**src/rtl/spec_rob_pkg.sv**
```systemverilog
package spec_rob_pkg;

    typedef enum logic [1:0] {
        KIND_REG    = 2'd0,
        KIND_STORE  = 2'd1,
        KIND_BRANCH = 2'd2,
        KIND_RSVD   = 2'd3
    } rob_kind_e;

endpackage

```
**src/rtl/spec_rob_ptrs.sv**
```systemverilog
module spec_rob_ptrs #(
    parameter  int DEPTH = 8,
    localparam int IW    = $clog2(DEPTH),
    localparam int PW    = IW + 1
) (
    input  logic             clk,
    input  logic             rst_n,
    input  logic             alloc_fire,
    input  logic             retire_fire,
    input  logic             exc_fire,
    input  logic             flush_valid,
    input  logic [IW-1:0]    flush_tag,
    output logic [PW-1:0]    head_ptr,
    output logic [PW-1:0]    tail_ptr,
    output logic             full,
    output logic             empty,
    output logic [DEPTH-1:0] squash_mask
);

    typedef struct packed {
        logic [PW-1:0] head;
        logic [PW-1:0] tail;
    } ptr_t;

    ptr_t          st_d, st_q;
    logic [PW-1:0] count;
    logic [IW-1:0] head_idx;
    logic [IW-1:0] br_dist;

    always_comb begin
        count    = st_q.tail - st_q.head;
        head_idx = st_q.head[IW-1:0];
        // distance of the branch from the head, modulo DEPTH
        br_dist  = flush_tag - head_idx;
        st_d     = st_q;
        if (retire_fire) begin
            st_d.head = st_q.head + PW'(1);
        end
        if (exc_fire) begin
            st_d.tail = st_d.head;
        end else if (flush_valid) begin
            st_d.tail = st_q.head + PW'(br_dist) + PW'(1);
        end else if (alloc_fire) begin
            st_d.tail = st_q.tail + PW'(1);
        end
    end

    always_ff @(posedge clk) begin
        if (!rst_n) begin
            st_q <= '0;
        end else begin
            st_q <= st_d;
        end
    end

    // an entry is younger than the branch when its age exceeds the branch age
    for (genvar i = 0; i < DEPTH; i++) begin : g_age
        logic [IW-1:0] age;
        assign age            = IW'(i) - head_idx;
        assign squash_mask[i] = exc_fire || (flush_valid && (age > br_dist));
    end

    assign head_ptr = st_q.head;
    assign tail_ptr = st_q.tail;
    assign full     = (count == PW'(DEPTH));
    assign empty    = (count == '0);

endmodule

```
**src/rtl/spec_rob_store.sv**
```systemverilog
module spec_rob_store
    import spec_rob_pkg::*;
#(
    parameter  int DEPTH = 8,
    parameter  int AW    = 5,
    parameter  int DW    = 32,
    localparam int IW    = $clog2(DEPTH)
) (
    input  logic             clk,
    input  logic             rst_n,
    input  logic             alloc_fire,
    input  logic [IW-1:0]    alloc_idx,
    input  rob_kind_e        alloc_kind,
    input  logic [AW-1:0]    alloc_dest,
    input  logic             cpl_valid,
    input  logic [IW-1:0]    cpl_tag,
    input  logic [DW-1:0]    cpl_value,
    input  logic             cpl_fault,
    input  logic             retire_fire,
    input  logic [IW-1:0]    head_idx,
    input  logic [DEPTH-1:0] squash_mask,
    input  logic [IW-1:0]    lk_tag,
    output logic             hd_valid,
    output logic             hd_ready,
    output logic             hd_fault,
    output rob_kind_e        hd_kind,
    output logic [AW-1:0]    hd_dest,
    output logic [DW-1:0]    hd_value,
    output logic             lk_ready,
    output logic [DW-1:0]    lk_value
);

    typedef struct packed {
        logic          valid;
        logic          ready;
        logic          fault;
        rob_kind_e     kind;
        logic [AW-1:0] dest;
        logic [DW-1:0] value;
    } ent_t;

    ent_t ent_d [DEPTH];
    ent_t ent_q [DEPTH];

    always_comb begin
        for (int i = 0; i < DEPTH; i++) begin
            ent_d[i] = ent_q[i];
            if (cpl_valid && (cpl_tag == IW'(i)) && ent_q[i].valid) begin
                ent_d[i].ready = 1'b1;
                ent_d[i].value = cpl_value;
                ent_d[i].fault = cpl_fault;
            end
            if (retire_fire && (head_idx == IW'(i))) begin
                ent_d[i].valid = 1'b0;
                ent_d[i].ready = 1'b0;
            end
            if (alloc_fire && (alloc_idx == IW'(i))) begin
                ent_d[i].valid = 1'b1;
                ent_d[i].ready = 1'b0;
                ent_d[i].fault = 1'b0;
                ent_d[i].kind  = alloc_kind;
                ent_d[i].dest  = alloc_dest;
                ent_d[i].value = '0;
            end
            if (squash_mask[i]) begin
                ent_d[i].valid = 1'b0;
                ent_d[i].ready = 1'b0;
            end
        end
    end

    always_ff @(posedge clk) begin
        if (!rst_n) begin
            for (int i = 0; i < DEPTH; i++) begin
                ent_q[i] <= '0;
            end
        end else begin
            for (int i = 0; i < DEPTH; i++) begin
                ent_q[i] <= ent_d[i];
            end
        end
    end

    assign hd_valid = ent_q[head_idx].valid;
    assign hd_ready = ent_q[head_idx].ready;
    assign hd_fault = ent_q[head_idx].fault;
    assign hd_kind  = ent_q[head_idx].kind;
    assign hd_dest  = ent_q[head_idx].dest;
    assign hd_value = ent_q[head_idx].value;
    assign lk_ready = ent_q[lk_tag].valid && ent_q[lk_tag].ready;
    assign lk_value = ent_q[lk_tag].value;

endmodule

```
**src/rtl/spec_rob.sv**
```systemverilog
module spec_rob
    import spec_rob_pkg::*;
#(
    parameter  int DEPTH = 8,
    parameter  int AW    = 5,
    parameter  int DW    = 32,
    localparam int IW    = $clog2(DEPTH),
    localparam int PW    = IW + 1
) (
    input  logic          clk,
    input  logic          rst_n,
    input  logic          alloc_valid,
    input  logic [1:0]    alloc_kind,
    input  logic [AW-1:0] alloc_dest,
    output logic          alloc_ready,
    output logic [IW-1:0] alloc_tag,
    input  logic          cpl_valid,
    input  logic [IW-1:0] cpl_tag,
    input  logic [DW-1:0] cpl_value,
    input  logic          cpl_fault,
    input  logic          flush_valid,
    input  logic [IW-1:0] flush_tag,
    input  logic [IW-1:0] lk_tag,
    output logic          lk_ready,
    output logic [DW-1:0] lk_value,
    output logic          cmt_reg_we,
    output logic          cmt_store_we,
    output logic [AW-1:0] cmt_dest,
    output logic [DW-1:0] cmt_value,
    output logic          cmt_exc
);

    logic [PW-1:0]    head_q;
    logic [PW-1:0]    tail_q;
    logic             full;
    logic             empty;
    logic [DEPTH-1:0] squash_mask;
    logic             alloc_fire;
    logic             retire_fire;
    logic             exc_fire;
    logic             hd_valid;
    logic             hd_ready;
    logic             hd_fault;
    rob_kind_e        hd_kind;
    logic [AW-1:0]    hd_dest;
    logic [DW-1:0]    hd_value;

    // the head retires once its result is in; a fault turns retirement into an exception
    assign retire_fire = !empty && hd_valid && hd_ready;
    assign exc_fire    = retire_fire && hd_fault;
    assign alloc_ready = !full && !flush_valid && !exc_fire;
    assign alloc_fire  = alloc_valid && alloc_ready;
    assign alloc_tag   = tail_q[IW-1:0];

    spec_rob_ptrs #(
        .DEPTH(DEPTH)
    ) u_ptrs (
        .clk        (clk),
        .rst_n      (rst_n),
        .alloc_fire (alloc_fire),
        .retire_fire(retire_fire),
        .exc_fire   (exc_fire),
        .flush_valid(flush_valid),
        .flush_tag  (flush_tag),
        .head_ptr   (head_q),
        .tail_ptr   (tail_q),
        .full       (full),
        .empty      (empty),
        .squash_mask(squash_mask)
    );

    spec_rob_store #(
        .DEPTH(DEPTH),
        .AW   (AW),
        .DW   (DW)
    ) u_store (
        .clk        (clk),
        .rst_n      (rst_n),
        .alloc_fire (alloc_fire),
        .alloc_idx  (tail_q[IW-1:0]),
        .alloc_kind (rob_kind_e'(alloc_kind)),
        .alloc_dest (alloc_dest),
        .cpl_valid  (cpl_valid),
        .cpl_tag    (cpl_tag),
        .cpl_value  (cpl_value),
        .cpl_fault  (cpl_fault),
        .retire_fire(retire_fire),
        .head_idx   (head_q[IW-1:0]),
        .squash_mask(squash_mask),
        .lk_tag     (lk_tag),
        .hd_valid   (hd_valid),
        .hd_ready   (hd_ready),
        .hd_fault   (hd_fault),
        .hd_kind    (hd_kind),
        .hd_dest    (hd_dest),
        .hd_value   (hd_value),
        .lk_ready   (lk_ready),
        .lk_value   (lk_value)
    );

    assign cmt_reg_we   = retire_fire && !hd_fault && (hd_kind == KIND_REG);
    assign cmt_store_we = retire_fire && !hd_fault && (hd_kind == KIND_STORE);
    assign cmt_exc      = exc_fire;
    assign cmt_dest     = hd_dest;
    assign cmt_value    = hd_value;

endmodule

```
**config.mk**
```make
export PLATFORM = sky130hd
export DESIGN_NAME = spec_rob
export DESIGN_NICKNAME = d
export VERILOG_FILES = /design/src/rtl/spec_rob_pkg.sv /design/src/rtl/spec_rob_ptrs.sv /design/src/rtl/spec_rob_store.sv /design/src/rtl/spec_rob.sv
export SDC_FILE = /design/constraint.sdc
export NUM_CORES = 1
export LEC_CHECK = 0
export ABC_CLOCK_PERIOD_IN_PS = 3900
export BUFFER_PORTS_ARGS = -buffer_cell sky130_fd_sc_hd__buf_2
export CORE_MARGIN = 2
export CORE_UTILIZATION = 26
export DETAILED_ROUTE_END_ITERATION = 8
export GPL_ROUTABILITY_DRIVEN = 0
export GPL_TIMING_DRIVEN = 1
export PLACE_DENSITY = 0.4
export REMOVE_ABC_BUFFERS = 1
export SETUP_SLACK_MARGIN = 0.15
export SYNTH_ARGS = -nofsm -noshare
export SYNTH_HDL_FRONTEND = slang
export SYNTH_SLANG_ARGS = --single-unit
```
**constraint.sdc**
```tcl
create_clock -name clk -period 3.9 [get_ports clk]
set_clock_uncertainty 0.05 [all_clocks]
set_input_delay 0.39 -clock clk [delete_from_list [all_inputs] [get_ports clk]]
set_output_delay 0.39 -clock clk [all_outputs]
set_load 0.01 [all_outputs]
```
==> results of run 1 <==
[logic make-up after synthesis]
family                   after synthesis
AO/OA/AOI/OAI                        345
adder cells (fa/ha/maj)               31
multiplexers                         235
XOR/XNOR                               9
flip-flops                           344
AND/OR/NAND/NOR                      818
buffers and inverters                207
[critical path: cells and delay by family (launching register included)]
family                 cells  cell delay, ns
AND/OR/NAND/NOR            4            0.99
buffers and inverters      3            0.94
flip-flops                 1            0.44
AO/OA/AOI/OAI              1            0.13
[where the power goes]
group | switching, mW | internal [mW] | leakage (nW)
combinational | 0.361 | 0.159 | 3.84
sequential | 0.0123 | 3.53 | 2.77
clock | 1.61 | 2.42 | 0.694
[final cells by class]
type,count,area [sq um]
flip-flops and latches,344,6900
repair buffers,184,1150
clock buffers,62,1300
well taps,873,1090
fillers,7039,46500
diodes,1,2.50
clock inverters,9,101
inverters,18,67.6
multi-input cells,1438,10100
[layout by cell type, fill, tap and decap left out, drive strengths merged, types with 17 or more instances in the layout]
cell type / netlist / layout
mux4: 145 / 145
mux2: 32 / 32
a21oi: 281 / 281
ha: 29 / 29
clkbuf: 117 / 62
dfxtp: 344 / 344
buf: 72 / 184
nand2: 736 / 736
mux2i: 58 / 58
nand3: 17 / 17
[through the flow]
| step | power [mW] | hold WS [ns] |
|---|---|---|
| after CTS | 8.21 | 0.0554 |
| after floorplan | 3.83 | 0.382 |
| after global routing | 8.36 | 0.0838 |
| final | 8.09 | 0.0855 |
| after detailed placement | 4.15 | 0.396 |
| after global placement | 4.14 | 0.389 |
[final timing paths]
path	slack, ns	depth (start not counted)	startpoint	endpoint
hold reg to reg	0.41	2	u_store.ent_q[7][36]	u_store.ent_q[7][36]
setup reg to reg	0.43	9	u_ptrs.head_ptr[2]	u_store.ent_q[2][40]
hold / removal	0.09	3	cpl_value[17]	u_store.ent_q[2][17]
setup / recovery	0.37	8	u_ptrs.head_ptr[0]	cmt_store_we
[registers in the layout (all words and copies together), names as in the netlist]
register	flops
u_ptrs.head_ptr	4
u_ptrs.tail_ptr	4
u_store.ent_q	336
[metal layers]
metal  routed length (microns)  vias up  track usage, %
li1                          -     6955               -
met1                     29400     7312            24.6
met2                     31500      381            31.6
met3                      3700       95            3.14
met4                      1330        8            5.04
met5                        46        -               0
==> impl_results.md, run 1 <==
* Status: finished clean
* Slowest cell on the critical path: buf_4
* CTS tree: done
* Main synth FF type: dfxtp_1
* Largest net degree at the start of global routing at slightly below 90
* I/O Buffers at 130
* Mapped Area at about 0.018 sq mm
* Synth Area in XOR/XNOR at 0.446%
* Count leader, synth: nand2_1
* CP endpoint kind: output port
* Vias per std cell at 5.04
* Post-synthesis instance total at 1,989
* Worst slack, placed at 0.424 ns
* Die H at around 260 microns
* First-pass GRT wire length at 97.6 mm
* # DRC at 0
* Initial antenna violation count at 6
* Worst hold path type: in -> reg
* Dpl cell area at 0.0193 sq mm
* Clock Latency Late Sink at 0.57 ns
* Placed cell count at 2,857
* Period utilisation layout at 90.6%
* Post-Route WL at between 60 and 70 mm
* Fmax achieved at 283 MHz
* Worst rel slew slack at around a quarter
* Main combinational cell family by area after synthesis: multiplexers
* CTS Hold Bufs at 0
* Final core utilization at 30.8%
* Final Cell Area at 0.0207 sq mm
* Row Count at 95
* Nets at about 2,100
* Vias in the first global route at 14,900
* Synth Area in Compound Gates at 11.1%
* Pwr per Cell Area at 391 mW/mm^2
* Yosys top cell area share at roughly two fifths
* Clk sinks at between 300 and 400
* Leak pwr at 7.31 nW
* Register area share after synthesis at approximately two fifths
* Minimum clock period at approximately 3.5 ns
* Max Root-Sink Buffers at 3
* Post-synthesis async set-or-reset flop share at 0%
* Post-synth top area cell: dfxtp_1
* Peak supply drop at 0.000233 V
* Synth-to-layout area growth at 17.2%
* Die X at 265 microns
* Layout cell share with drive strength beyond 1 at roughly 22%
* Post-synth top cells: nand2_1 (736), dfxtp_1 (344), a21oi_1 (281)
* Global route overflow at 0
* Starting Density at 26.3%
* Syn avg cell area at slightly below 9 sq um
* CP Max Fanout at 34
* Mux cell area share after synthesis at 23.8%
* Ports at 131
* Cts repair resizes at 1
* Core area at 0.0672 sq mm
* Most frequent CP cell: buf_4
* CTS HTree Levels at 2
* Cell Chain, Critical Path: buf_4, nand3_1, o2111ai_1, nand4_1, buf_4, or2_2, nor3_1, buf_2
* Arr. time, crit path at 3.09 ns
* Post-route insts no fill at between 2,000 and 3,000
* Setup WS post-layout at roughly 0.37 ns
* Die Area at 0.0700 sq mm
* Hpwl dp at 40.0 mm
* Max Cap Viol at 0
* Number of setup buffers added after CTS at 0
* CTS Buf Count at 42
* Final antenna-violating net count at 0
* Pins Over Slew Limit at 0
* Final Hold Fails at 0
* WL/cell at 22.5 microns
* Startpoint Class: flop
* Worst Tran Pin Value at between 1 and 1.5 ns
* Setup tns final at 0 ns
* Setup Viol. Count Final at 0
* Post-synth cell types at 60
* Initial drt markers at 1,113
* Initial DRT Pass Iterations at 5
* Synth warnings at 0
* Worst-path clk slew at 0.06 ns
* Critical path class: reg -> out
* Register bit total from synthesis at 344
* Gr usage total at around a fifth
* Via count at roughly 15,000
* Adder-cell share of the synthesized area at ~2.3%
* Root buffer cell: clkbuf_16
* Worst Path Required at around 3.5 ns
* Post-synthesis simple-gate area fraction at 18.7%
* Unrepaired setup endpoints after global routing: no
* Post-synth EDFFs at 0
* CP peak stage delay at 0.52 ns
* Top cells by area, synth: dfxtp_1 (39%), mux4_2 (18%), nand2_1 (16%)
No activity file was read; power rests on OpenSTA's default activity.
==> run 2: changes to the inputs <==
--- a/config.mk
+++ b/config.mk
@@ -13,6 +13,7 @@
 export GPL_ROUTABILITY_DRIVEN = 0
 export GPL_TIMING_DRIVEN = 1
 export PLACE_DENSITY = 0.4
+export RECOVER_POWER = 50
 export REMOVE_ABC_BUFFERS = 1
 export SETUP_SLACK_MARGIN = 0.15
 export SYNTH_ARGS = -nofsm -noshare
==> run 2 against run 1 <==
Compared with the run above: via count hardly changed; clock power hardly changed; critical path depth is 3 lower; utilization is 0.16 points lower; final cell count stayed put; combinational power is 2% lower; clock-buffer cell count stayed put; non-clock buffer count stayed put; setup slack worse by 0.13 ns; routed wire length hardly changed; sequential power hardly changed; first-iteration DRC count is 1.6% lower; critical endpoint is now lk_value[25]; largest power group unchanged; highest routed layer unchanged.
==> impl_results.md, run 2 (synthesized netlist as in run 1, its figures left out) <==
* Status: finished clean
* Sequential cell area at 0.00690 sq mm (unchanged)
* Slowest cell on the critical path: clkbuf_2
* Vias per std cell at 5.04 (about the same)
* CTS HTree Levels at 2 (unchanged)
* Buf+Inv Stages, Crit Path at 3 (unchanged)
* Internal power at 6.11 mW (-0.11%)
* CTS tree: done
* Initial antenna violation count at 6 (unchanged)
* Max Root-Sink Buffers at 3 (unchanged)
* Initial drt markers at 1,095 (-1.6%)
* Sequential Power Share at 43.8% (about the same)
* Critical R2R Launch: u_ptrs.head_ptr[2]
* Final core utilization at 30.7% (-0.16 points)
* M3 GR Usage at 3.14% (unchanged)
* Gr usage total at 18.7% (unchanged)
* Arr. time, crit path at 3.23 ns (+0.14 ns)
* Clock Latency Late Sink at 0.57 ns (about the same)
* Worst rel slew slack at 5.02% (-20 points)
* Global route overflow at 0 (unchanged)
* Largest net degree at the start of global routing at 88 (unchanged)
* Most utilized layer in the global route result: met2
* Vias in the first global route at 14,900 (unchanged)
* Leak pwr at 7.13 nW (-2.5%)
* Logic pwr share at 6.3% (about the same)
* Pwr per Cell Area at 393 mW/mm^2 (+0.46%)
* Max reg flops at 336 (unchanged)
* CP Max Fanout at 35 (+2.9%)
* Peak supply drop at 0.000233 V (-0.18%)
* WL/cell at 22.5 microns (about the same)
* CP Depth at 5 (-3)
* Met1 Usage GRT at 24.6% (unchanged)
* Clock share of power at 49.9% (about the same)
* Hold_ws at 0.0868 ns (+0.00135 ns)
* Final antenna-violating net count at 0 (unchanged)
* Via count at 14,800 (+0.014%)
* Top delay family on crit path: buffers and inverters
* P_sw at 1.98 mW (about the same)
* First-pass GRT wire length at 97.6 mm (unchanged)
* Fmax achieved at 273 MHz (-3.6%)
* Final Hold Fails at 0 (unchanged)
* Worst Path Required at 3.46 ns (about the same)
* Most flops, register: u_store.ent_q
* Unrepaired setup endpoints after global routing: no
* Die X at 265 microns (unchanged)
* Row Count at 95 (unchanged)
* Ports at 131 (unchanged)
* Fillers at 7,068 (+0.41%)
* Layout cell share with drive strength beyond 1 at 19.7% (-2.7 points)
* Commonest non-fill, non-tap cell in the layout: nand2_1
* Root buffer cell: clkbuf_16
* M2 GR Usage at 31.6% (unchanged)
* Commonest non-fill, non-tap cells in the layout: nand2_1 (736), dfxtp_1 (341), a21oi_1 (281)
* Die H at 265 microns (unchanged)
* Cell Chain, Critical Path: clkbuf_2, clkbuf_1, mux4_2, mux2_1, buf_2
* Worst Tran Pin Value at 1.42 ns (+0.309 ns)
* Worst Setup SP: lk_tag[0]
* Max Cap Viol at 0 (unchanged)
* Core area at 0.0672 sq mm (unchanged)
* HP Start: cpl_value[16]
* Critical path class: in -> out
* Starting Density at 26.3% (unchanged)
* CTS Buf Count at 42 (unchanged)
* Synth-to-layout area growth at 16.6%
* CP peak stage delay at 0.99 ns (+0.47 ns)
* Multi-input gate area at 0.0101 sq mm (-0.24%)
* Pins Over Slew Limit at 0 (unchanged)
* Hpwl dp at 40.0 mm (unchanged)
* CP endpoint kind: output port
* Post-Route WL at 66.0 mm (about the same)
* I/O Buffers at 130 (unchanged)
* Setup Viol. Count Final at 0 (unchanged)
* Minimum clock period at 3.67 ns (+0.132 ns)
* Clk sinks at 344 (unchanged)
* Worst-path clk slew at 0.06 ns (about the same)
* Sw Ratio at 24.5% (+0.033 points)
* Initial DRT Pass Iterations at 4 (-1)
* CTS Hold Bufs at 0 (unchanged)
* Period utilisation layout at 94.0% (+3.4 points)
* Worst hold path type: in -> reg
* Startpoint Class: input pin
* # DRC at 0 (unchanged)
* Nets at 2,113 (unchanged)
* Die Area at 0.0700 sq mm (unchanged)
* Worst reg2reg path depth at 9 (unchanged)
* Hold path depth at 3 (unchanged)
-- run 2: cell count changes in the layout (fill, tap and decap cells not counted), moves of 3 or more --
| cell | delta |
|---|---|
| buf_2 | -40 |
| buf_4 | -11 |
| clkbuf_1 | +44 |
| clkbuf_2 | +4 |
| clkbuf_4 | +3 |
| mux2_1 | +11 |
| mux2_2 | -11 |
-- run 2: final cells by class --
class	instances	area share (%)
Tap cell	873	5.31
Timing Repair Buffer	184	5.19
Antenna cell	1	0.0122
Sequential cell	344	33.5
Inverter	18	0.328
Clock inverter	9	0.492
Multi-Input combinational cell	1438	48.9
Clock buffer	62	6.31
-- run 2: per-layer routing --
layer	part of all wire [%]	up-vias	wire, microns
met1	45	7316	29500
li1	-	6960	-
met4	2.1	8	1360
met3	5.5	93	3600
met2	48	376	31500
met5	0.070	-	46
-- run 2: what timing repair did --
action                     4_1_cts  5_1_grt
setup endpoints to repair        4        0
gates resized for setup          1        0
buffers inserted                 0        0
-- run 2: worst paths after layout --
kind / endpoint / slack [ns]
setup reg to reg: u_store.ent_q[5][1] / 0.39
setup / recovery: lk_value[25] / 0.23
hold reg to reg: u_store.ent_q[7][36] / 0.41
hold / removal: u_store.ent_q[0][16] / 0.09
-- run 2: per-stage QoR --
stage	setup TNS [ns]	cells	power [mW]	cell area, sq um	setup WS, ns
finish	0	2929	8.09	20600	0.235
global route	0	2929	8.35	20600	0.101
CTS	0	2928	8.21	20700	0.319
detailed placement	0	2857	4.15	19300	0.424
global placement	0	2857	4.14	19300	0.468
floorplan	-1142.17	1800	3.83	16900	-3.47
-- run 2: worst register-to-register path: stages (launching register included) --
cell and delay [ns]:
dfxtp_2 0.40, inv_2 0.05, ha_1 0.31, and3b_1 0.21
or3_1 0.38, a211oi_1 0.47, nor3_4 0.13, o41ai_4 1.02
buf_12 0.30, a21oi_1 0.07
-- run 2: power groups by stage --
stage	Clock (mW)	Combinational, mW	Sequential [mW]
global route	4.26	0.550	3.54
global placement	0	0.524	3.62
finish	4.03	0.511	3.54
detailed placement	0	0.525	3.62
CTS	4.14	0.527	3.54
floorplan	0	0.207	3.62
